[config.mk]
export PLATFORM = sky130hd
export DESIGN_NAME = adc_seq_ctrl
export DESIGN_NICKNAME = d
export VERILOG_FILES = /design/src/rtl/adc_seq_pkg.sv /design/src/rtl/adc_seq_regs.sv /design/src/rtl/adc_seq_fsm.sv /design/src/rtl/adc_seq_ctrl.sv
export SDC_FILE = /design/constraint.sdc
export NUM_CORES = 1
export LEC_CHECK = 0
export BUFFER_PORTS_ARGS = -buffer_cell sky130_fd_sc_hd__buf_2
export CAP_MARGIN = 10
export CORE_ASPECT_RATIO = 0.5
export CORE_MARGIN = 5
export CORE_UTILIZATION = 44
export DETAILED_ROUTE_END_ITERATION = 8
export PLACE_DENSITY = 0.68
export SKIP_CTS_REPAIR_TIMING = 1
export SYNTH_ARGS = -nofsm -noshare
export SYNTH_HDL_FRONTEND = slang
export SYNTH_SLANG_ARGS = --single-unit
[constraint.sdc]
create_clock -name clk -period 4.25 [get_ports clk]
set_input_delay 0.425 -clock clk [delete_from_list [all_inputs] [get_ports clk]]
set_output_delay 0.425 -clock clk [all_outputs]
set_load 0.01 [all_outputs]
[src/rtl/adc_seq_pkg.sv]
package adc_seq_pkg;
    typedef enum logic [2:0] {
        S_OFF    = 3'd0,
        S_WARM   = 3'd1,
        S_IDLE   = 3'd2,
        S_LAUNCH = 3'd3,
        S_BUSY   = 3'd4
    } seq_state_t;

    // word offsets (byte address >> 2)
    localparam logic [3:0] W_CFG   = 4'h0;
    localparam logic [3:0] W_DATA  = 4'h1;
    localparam logic [3:0] W_EOC   = 4'h2;
    localparam logic [3:0] W_SAMP  = 4'h3;
    localparam logic [3:0] W_PWR   = 4'h4;
    localparam logic [3:0] W_DBG   = 4'h5;
    localparam logic [3:0] W_COUNT = 4'h8;

    localparam int CFG_START_BIT  = 4;
    localparam int CFG_SINGLE_BIT = 5;
endpackage

[src/rtl/adc_seq_regs.sv]
module adc_seq_regs
    import adc_seq_pkg::*;
#(
    parameter int ADDR_W = 6,
    parameter int DATA_W = 32,
    parameter int CH_W   = 3,
    parameter int RES_W  = 10,
    parameter int CNT_W  = 16
) (
    input  logic              clk,
    input  logic              rst_n,
    input  logic              bus_wr,
    input  logic              bus_rd,
    input  logic [ADDR_W-1:0] bus_addr,
    input  logic [DATA_W-1:0] bus_wdata,
    output logic [DATA_W-1:0] bus_rdata,
    input  logic              launch_i,
    input  logic              eoc_i,
    input  logic [RES_W-1:0]  data_i,
    input  logic [CH_W-1:0]   samp_i,
    input  logic [CNT_W-1:0]  count_i,
    output logic [CH_W-1:0]   cfg_chan_o,
    output logic              cfg_start_o,
    output logic              pwr_on_o
);
    localparam int WSEL_W = ADDR_W - 2;

    logic [WSEL_W-1:0] wsel;
    logic [CH_W-1:0]   chan_q;
    logic              start_q;
    logic              single_q;
    logic              pwr_q;
    logic [DATA_W-1:0] dbg_q;
    logic              wr_cfg;

    assign wsel   = bus_addr[ADDR_W-1:2];
    assign wr_cfg = bus_wr && (wsel == WSEL_W'(W_CFG));

    always_ff @(posedge clk) begin
        if (!rst_n) begin
            chan_q   <= '0;
            start_q  <= 1'b0;
            single_q <= 1'b0;
            pwr_q    <= 1'b0;
            dbg_q    <= '0;
        end else begin
            if (wr_cfg) begin
                chan_q   <= bus_wdata[CH_W-1:0];
                single_q <= bus_wdata[CFG_SINGLE_BIT];
                start_q  <= bus_wdata[CFG_START_BIT];
            end else if (launch_i && single_q) begin
                start_q <= 1'b0;
            end
            if (bus_wr && (wsel == WSEL_W'(W_PWR)))
                pwr_q <= bus_wdata[0];
            if (bus_wr && (wsel == WSEL_W'(W_DBG)))
                dbg_q <= bus_wdata;
            // a powered-down converter cannot hold a start request
            if (!pwr_q)
                start_q <= 1'b0;
        end
    end

    always_comb begin
        bus_rdata = '0;
        if (bus_rd) begin
            unique case (wsel)
                WSEL_W'(W_CFG): begin
                    bus_rdata[CH_W-1:0]       = chan_q;
                    bus_rdata[CFG_START_BIT]  = start_q;
                    bus_rdata[CFG_SINGLE_BIT] = single_q;
                end
                WSEL_W'(W_DATA):  bus_rdata[RES_W-1:0] = data_i;
                WSEL_W'(W_EOC):   bus_rdata[0]         = eoc_i;
                WSEL_W'(W_SAMP):  bus_rdata[CH_W-1:0]  = samp_i;
                WSEL_W'(W_PWR):   bus_rdata[0]         = pwr_q;
                WSEL_W'(W_DBG):   bus_rdata            = dbg_q;
                WSEL_W'(W_COUNT): bus_rdata[CNT_W-1:0] = count_i;
                default:          bus_rdata            = '0;
            endcase
        end
    end

    assign cfg_chan_o  = chan_q;
    assign cfg_start_o = start_q;
    assign pwr_on_o    = pwr_q;

    AST_START_DROPPED_OFF: assert property (@(posedge clk) disable iff (!rst_n)
        !pwr_q |=> !start_q);
    AST_SINGLE_SELF_CLEAR: assert property (@(posedge clk) disable iff (!rst_n)
        (launch_i && single_q && !wr_cfg) |=> !start_q);
endmodule

[src/rtl/adc_seq_fsm.sv]
module adc_seq_fsm
    import adc_seq_pkg::*;
#(
    parameter int CH_W     = 3,
    parameter int RES_W    = 10,
    parameter int CNT_W    = 16,
    parameter int WAIT_CYC = 8
) (
    input  logic             clk,
    input  logic             rst_n,
    input  logic             pwr_on,
    input  logic             start_req,
    input  logic [CH_W-1:0]  cfg_chan,
    input  logic             cnv_done,
    input  logic [RES_W-1:0] cnv_result,
    output logic             cnv_start,
    output logic [CH_W-1:0]  cnv_chan,
    output logic             launch_o,
    output logic             eoc_o,
    output logic [RES_W-1:0] data_o,
    output logic [CH_W-1:0]  samp_o,
    output logic [CNT_W-1:0] count_o
);
    localparam int WCNT_W = $clog2(WAIT_CYC + 1) + 1;

    seq_state_t        state_q, state_d;
    logic [WCNT_W-1:0] warm_q;
    logic [CH_W-1:0]   chan_q;
    logic              eoc_q;
    logic [RES_W-1:0]  data_q;
    logic [CH_W-1:0]   samp_q;
    logic [CNT_W-1:0]  cnt_q;

    // state register
    always_ff @(posedge clk) begin
        if (!rst_n) state_q <= S_OFF;
        else        state_q <= state_d;
    end

    // transitions
    always_comb begin
        state_d = state_q;
        unique case (state_q)
            S_OFF:    if (pwr_on) state_d = S_WARM;
            S_WARM:   if (!pwr_on) state_d = S_OFF;
                      else if (warm_q == WCNT_W'(WAIT_CYC - 1)) state_d = S_IDLE;
            S_IDLE:   if (!pwr_on) state_d = S_OFF;
                      else if (start_req) state_d = S_LAUNCH;
            S_LAUNCH: if (!pwr_on) state_d = S_OFF;
                      else state_d = S_BUSY;
            S_BUSY:   if (!pwr_on) state_d = S_OFF;
                      else if (cnv_done) state_d = S_IDLE;
            default:  state_d = S_OFF;
        endcase
    end

    // registered outputs
    always_ff @(posedge clk) begin
        if (!rst_n) begin
            warm_q <= '0;
            chan_q <= '0;
            eoc_q  <= 1'b0;
            data_q <= '0;
            samp_q <= '0;
            cnt_q  <= '0;
        end else begin
            warm_q <= (state_q == S_WARM) ? warm_q + 1'b1 : '0;
            if (state_q == S_IDLE && state_d == S_LAUNCH) begin
                chan_q <= cfg_chan;
                eoc_q  <= 1'b0;
            end
            if (state_q == S_BUSY && state_d == S_IDLE) begin
                eoc_q  <= 1'b1;
                data_q <= cnv_result;
                samp_q <= chan_q;
                cnt_q  <= cnt_q + 1'b1;
            end
        end
    end

    assign cnv_start = (state_q == S_LAUNCH) && pwr_on;
    assign cnv_chan  = chan_q;
    assign launch_o  = (state_q == S_LAUNCH);
    assign eoc_o     = eoc_q;
    assign data_o    = data_q;
    assign samp_o    = samp_q;
    assign count_o   = cnt_q;

    // cycles since converter power rose, saturating
    logic [WCNT_W-1:0] pwr_age;
    always_ff @(posedge clk) begin
        if (!rst_n || !pwr_on)            pwr_age <= '0;
        else if (pwr_age < WCNT_W'(WAIT_CYC)) pwr_age <= pwr_age + 1'b1;
    end

    AST_START_AFTER_WARM: assert property (@(posedge clk) disable iff (!rst_n)
        cnv_start |-> (pwr_age >= WCNT_W'(WAIT_CYC)));
    AST_START_ONE_CYCLE: assert property (@(posedge clk) disable iff (!rst_n)
        cnv_start |=> !cnv_start);
    AST_EOC_CLEAR_AT_LAUNCH: assert property (@(posedge clk) disable iff (!rst_n)
        cnv_start |-> !eoc_q);
    AST_EOC_FROM_DONE: assert property (@(posedge clk) disable iff (!rst_n)
        $rose(eoc_q) |-> $past(cnv_done));
    AST_DATA_WITH_EOC: assert property (@(posedge clk) disable iff (!rst_n)
        !$stable(data_q) |-> $rose(eoc_q));
    AST_COUNT_ON_DONE: assert property (@(posedge clk) disable iff (!rst_n)
        !$stable(cnt_q) |-> ($past(cnv_done) && $rose(eoc_q)));
endmodule

[src/rtl/adc_seq_ctrl.sv]
module adc_seq_ctrl
    import adc_seq_pkg::*;
#(
    parameter int ADDR_W   = 6,
    parameter int DATA_W   = 32,
    parameter int CH_W     = 3,
    parameter int RES_W    = 10,
    parameter int CNT_W    = 16,
    parameter int WAIT_CYC = 8
) (
    input  logic              clk,
    input  logic              rst_n,
    input  logic              bus_wr,
    input  logic              bus_rd,
    input  logic [ADDR_W-1:0] bus_addr,
    input  logic [DATA_W-1:0] bus_wdata,
    output logic [DATA_W-1:0] bus_rdata,
    output logic              cnv_pwr,
    output logic [CH_W-1:0]   cnv_chan,
    output logic              cnv_start,
    input  logic              cnv_done,
    input  logic [RES_W-1:0]  cnv_result
);
    logic             launch;
    logic             eoc;
    logic [RES_W-1:0] data;
    logic [CH_W-1:0]  samp;
    logic [CNT_W-1:0] count;
    logic [CH_W-1:0]  cfg_chan;
    logic             cfg_start;
    logic             pwr_on;

    adc_seq_regs #(
        .ADDR_W(ADDR_W), .DATA_W(DATA_W), .CH_W(CH_W),
        .RES_W(RES_W), .CNT_W(CNT_W)
    ) i_regs (
        .clk(clk), .rst_n(rst_n),
        .bus_wr(bus_wr), .bus_rd(bus_rd), .bus_addr(bus_addr),
        .bus_wdata(bus_wdata), .bus_rdata(bus_rdata),
        .launch_i(launch), .eoc_i(eoc), .data_i(data),
        .samp_i(samp), .count_i(count),
        .cfg_chan_o(cfg_chan), .cfg_start_o(cfg_start), .pwr_on_o(pwr_on)
    );

    adc_seq_fsm #(
        .CH_W(CH_W), .RES_W(RES_W), .CNT_W(CNT_W), .WAIT_CYC(WAIT_CYC)
    ) i_fsm (
        .clk(clk), .rst_n(rst_n),
        .pwr_on(pwr_on), .start_req(cfg_start), .cfg_chan(cfg_chan),
        .cnv_done(cnv_done), .cnv_result(cnv_result),
        .cnv_start(cnv_start), .cnv_chan(cnv_chan), .launch_o(launch),
        .eoc_o(eoc), .data_o(data), .samp_o(samp), .count_o(count)
    );

    assign cnv_pwr = pwr_on;
endmodule

# Yosys cells after proc, flatten, opt, wreduce, memory -nomap -nowiden
# Index checks and enable logic that the tools add are counted.
[word_totals]
reg_bits = 79
out_inout_bits = 37
elab_cells = 61
[classes]
add_sub_neg = 2
eq_ne = 13
mux = 21
reduce_logical = 13
[ops]
columns = ["cell", "n"]
rows = [
  ["32-bit 2-to-1 mux", 1],
  ["3-bit 2-to-1 mux", 8],
  ["16-bit by 1-bit adder with 16-bit output (second input constant)", 1],
  ["16-bit 2-to-1 mux", 1],
  ["3-bit one-hot mux with 5 select lines", 1],
  ["3-bit by 2-bit == test with 1-bit output (second input constant)", 4],
  ["4-bit one-hot mux with 3 select lines", 1],
  ["6-bit one-hot mux with 2 select lines", 1],
  ["2-bit one-hot mux with 5 select lines", 1],
  ["4-bit by 2-bit == test with 1-bit output (second input constant)", 2],
  ["4-bit by 3-bit == test with 1-bit output (second input constant)", 2],
  ["2-bit one-hot mux with 4 select lines", 1],
  ["1-bit logical AND", 7],
  ["1-bit one-hot mux with 7 select lines", 1],
  ["5-bit by 1-bit adder with 5-bit output (second input constant)", 1],
  ["5-bit by 3-bit == test with 1-bit output (second input constant)", 1],
  ["4-bit by 1-bit == test with 1-bit output (second input constant)", 1],
  ["4-bit == test (second input constant)", 1],
  ["4-bit logical NOT", 1],
  ["1-bit 2-to-1 mux", 4],
  ["2-bit AND reduction", 2],
  ["2-bit nonzero test", 2],
  ["3-bit by 1-bit == test with 1-bit output (second input constant)", 1],
  ["3-bit == test (second input constant)", 1],
  ["2 further kinds", 2],
]

# Logic depth before layout (Yosys ltp)
[logic_depth]
depth_word = 8
ltp_mapped = 7
ltp_nobuf = 5

# By module
# Synthesis repeated with hierarchy kept, for this count alone.
[hier_totals]
cells_unflattened = 485
hier_area_um2 = 3941.3
[by_module_without_submodules]
columns = ["mod", "instances", "cells_per_inst", "area_each_um2", "seq_area_each_um2"]
rows = [
  ["adc_seq_regs", 1, 288, 2254.7, 760.7],
  ["adc_seq_fsm", 1, 197, 1686.6, 820.8],
]

# Worst setup path after synthesis
# Ideal clock, no wire load.
[synth_path]
kind = "in2out"
start = "in bus_addr[5]"
end = "out bus_rdata[2]"
arrival_ns = 1.479
required_time_ns = 3.825
slack_ns = 2.346
cell_stages = 6
n_path_buf = 2
path_cell_list = "buf_2 -> nand2b_1 -> nor3_2 -> buf_2 -> a22oi_1 -> a21oi_1"
[synth_via]
elab_chain_cells = 3
[synth_rtl]
columns = ["item", "line", "source"]
rows = [
  ["from (decl)", "adc_seq_ctrl.sv:15", "input logic [ADDR_W-1:0] bus_addr,"],
  ["4-bit == test (tied with other cells)", "adc_seq_regs.sv:67", "unique case (wsel)"],
  ["2-bit one-hot mux with 5 select lines *", "adc_seq_regs.sv:67", ""],
  ["32-bit 2-to-1 mux *", "adc_seq_regs.sv:66", "if (bus_rd) begin"],
  ["to (decl)", "adc_seq_ctrl.sv:17", "output logic [DATA_W-1:0] bus_rdata,"],
]
# Mark *: on every way between the ends. The rest lies on a longest branch, timed or not.

# Worst setup path after layout
[layout_path]
start = "in bus_addr[4]"
end = "out bus_rdata[2]"
# The elaborated chain is that of the path after synthesis.

==> reports/results.ini <==
[min_path]
hold_path_class=input pin to flip-flop
hold_depth=3

[critical_path]
reg2reg_depth=4
cp-start-kind=input pin
cp-end-kind=output pin
worstSetupPathType=input pin to output pin
critPathArrivalTime_ps=2260
critical_path_required_ps=3830
critPathMaxFanout=21

[power_and_ir_drop]
leakage_nw=1.86
ir_drop_mv=0.202
power_density_nw_per_um2=346

[clock_tree]
cts_buffer_depth=2
htree_levels=3
root_buffer=clkbuf_16
clock_sinks=79
cts-buffers-inserted=9
insertion_delay_ps=340
clkTransAtPathRegs_ps=60
cts_tree=yes

[placed_design]
dp_cells=629
place_congestion=0.831
dp_hpwl_um=6360
place_area_um2=4170
io_buffer_count=87
dp_slack_ps=1600

[global_routing]
grt_max_degree=70
grt_pass1_wl_um=14900
antenna_found_initial=0
grtUsageTotal_pct=17.9
grt_pass1_vias=3016
grt-ovfl-total=0

[sta]
tns_ps=0
finalCritPeriodShare_pct=63.1
fmax_mhz=373
relSlewSlack_pct=22.2
timing.final.hold_violations=0
tightest_slew_ps=1160
grt_setup_unrepaired=false
slew_viol_final=0
finalClockSkew_ps=5.86
layout_setup_ws_ps=1570
layout_min_cycle_time_ps=2680
finalSetupViolations=0

[yosys]
synth-edff-count=0
synth_area_um2=3700
synth_flop_cell=dfxtp_1
mappedNetlistNets=513
synthCells=458
ys_types=54
async_flop_share_pct=0
synth_area_per_cell_um2=8.09
ys_seq_area_share_pct=42.7
synth-seq-cells=79
ys_warn_count=0

[floorplanning]
initial_utilization_pct=45.8
ios=90
dieArea_um2=10500
die_x_um=140
rows=23
core_area_um2=8090
die_h_um=74.9

[finish]
fin_cells=645
final_core_util_pct=54.9
layout_common_cells=104 x nand2_1, 87 x buf_2, 79 x dfxtp_1
layout-drive-gt1-share_pct=22.9
fin_nets=583
fillerInstances=801
final_common_cell=nand2_1
n_antenna_cell=0
fin_area_um2=4440
synthToLayoutAreaGrowth_pct=19.9

[run_status]
status=completed

[detailed_routing]
drcViolationCount=0
dr.pass1.iters=4
avgRoutedWirePerCell_um=14.4
vias_per_cell=5.18
ant_nets=0
drt-initial-drc-count=173
vias=3341
wirelength_um=9280

[flow_run]
drv_cap=0

==> kinds of logic (layout without fill, tap and decap cells) <==
logic type | Yosys count | in the layout | synth area share (%)
flip-flops | 79 | 79 | 42.7
adder cells (fa/ha/maj) | 2 | 2 | 0.675
AND/OR/NAND/NOR | 221 | 221 | 29.8
XOR/XNOR | 11 | 11 | 2.60
buffers and inverters | 35 | 110 | 4.53
multiplexers | 18 | 18 | 5.40
AO/OA/AOI/OAI | 92 | 92 | 14.4
==> power breakdown <==
group / internal (mW) / total [mW] / switching (mW)
clock: 0.425 / 0.710 / 0.285
combinational: 0.0296 / 0.0771 / 0.0475
sequential: 0.745 / 0.748 / 0.00258
==> state kept, by name, indices dropped and copies added, names as in the netlist, 3 cells and up <==
register	flops
i_regs.dbg_q	32
i_fsm.samp_o	3
i_fsm.count_o	16
i_fsm.state_q	3
i_regs.cfg_chan_o	3
i_fsm.warm_q	5
i_fsm.data_o	10
i_fsm.cnv_chan	3
==> Yosys cell counts (all sizes together), types with 5 or more instances <==
| cell | count | share of area (%) |
|---|---|---|
| nand2 | 104 | 11 |
| dfxtp | 79 | 43 |
| a21oi | 58 | 7.8 |
| nor2 | 35 | 3.5 |
| and3 | 19 | 3.3 |
| clkbuf | 17 | 1.8 |
| buf | 14 | 2.4 |
| a22oi | 12 | 2.4 |
| nor2b | 12 | 2.0 |
| mux2i | 11 | 3.0 |
| nand3 | 11 | 1.5 |
| o21ai | 11 | 1.5 |
| or3 | 7 | 1.2 |
| mux2 | 6 | 1.8 |
| nand4 | 6 | 1.4 |
| xnor2 | 6 | 1.4 |
| nor3 | 5 | 0.81 |
| nor4 | 5 | 0.84 |
| xor2 | 5 | 1.2 |
==> path summary, 6_finish.rpt <==
| kind | slack [ps] | endpoint | from |
|---|---|---|---|
| worst max register to register | 2400 | i_fsm.data_o[8] | i_fsm.state_q[2] |
| worst min-delay path | 320 | i_fsm.data_o[3] | cnv_result[3] |
| worst min register to register | 450 | i_fsm.warm_q[0] | i_fsm.warm_q[0] |
| worst max-delay path | 1570 | bus_rdata[2] | bus_addr[4] |
==> per-layer routing <==
| layer | global-route usage (%) | up-vias | wire (um) |
|---|---|---|---|
| met3 | 5.84 | 6 | 496 |
| met4 | 5.37 | 0 | 88 |
| met2 | 29.9 | 68 | 4320 |
| met5 | 0 | - | 0 |
| li1 | - | 1728 | - |
| met1 | 22.7 | 1539 | 4370 |
==> area by class of cell <==
type | count | area (um^2) | share of cell area [%]
well taps | 112 | 140 | 3.15
clock inverters | 3 | 17.5 | 0.394
clock buffers | 13 | 260 | 5.86
inverters | 4 | 15.0 | 0.338
flip-flops and latches | 79 | 1580 | 35.6
multi-input cells | 344 | 1970 | 44.4
repair buffers | 90 | 458 | 10.3
==> critical path: stages <==
cell      delay, ps
buf_2           220
nand2b_1        240
nor3_2          790
a22oi_1         210
a21oi_1         200
buf_2           160
==> metrics by stage <==
step                hold slack (ps)  total power, mW
floorplan                       418            0.804
global placement                435            0.841
detailed placement              437            0.841
CTS                             314             1.55
global route                    322             1.60
finish                          321             1.54
No activity file was read; power rests on OpenSTA's default activity.
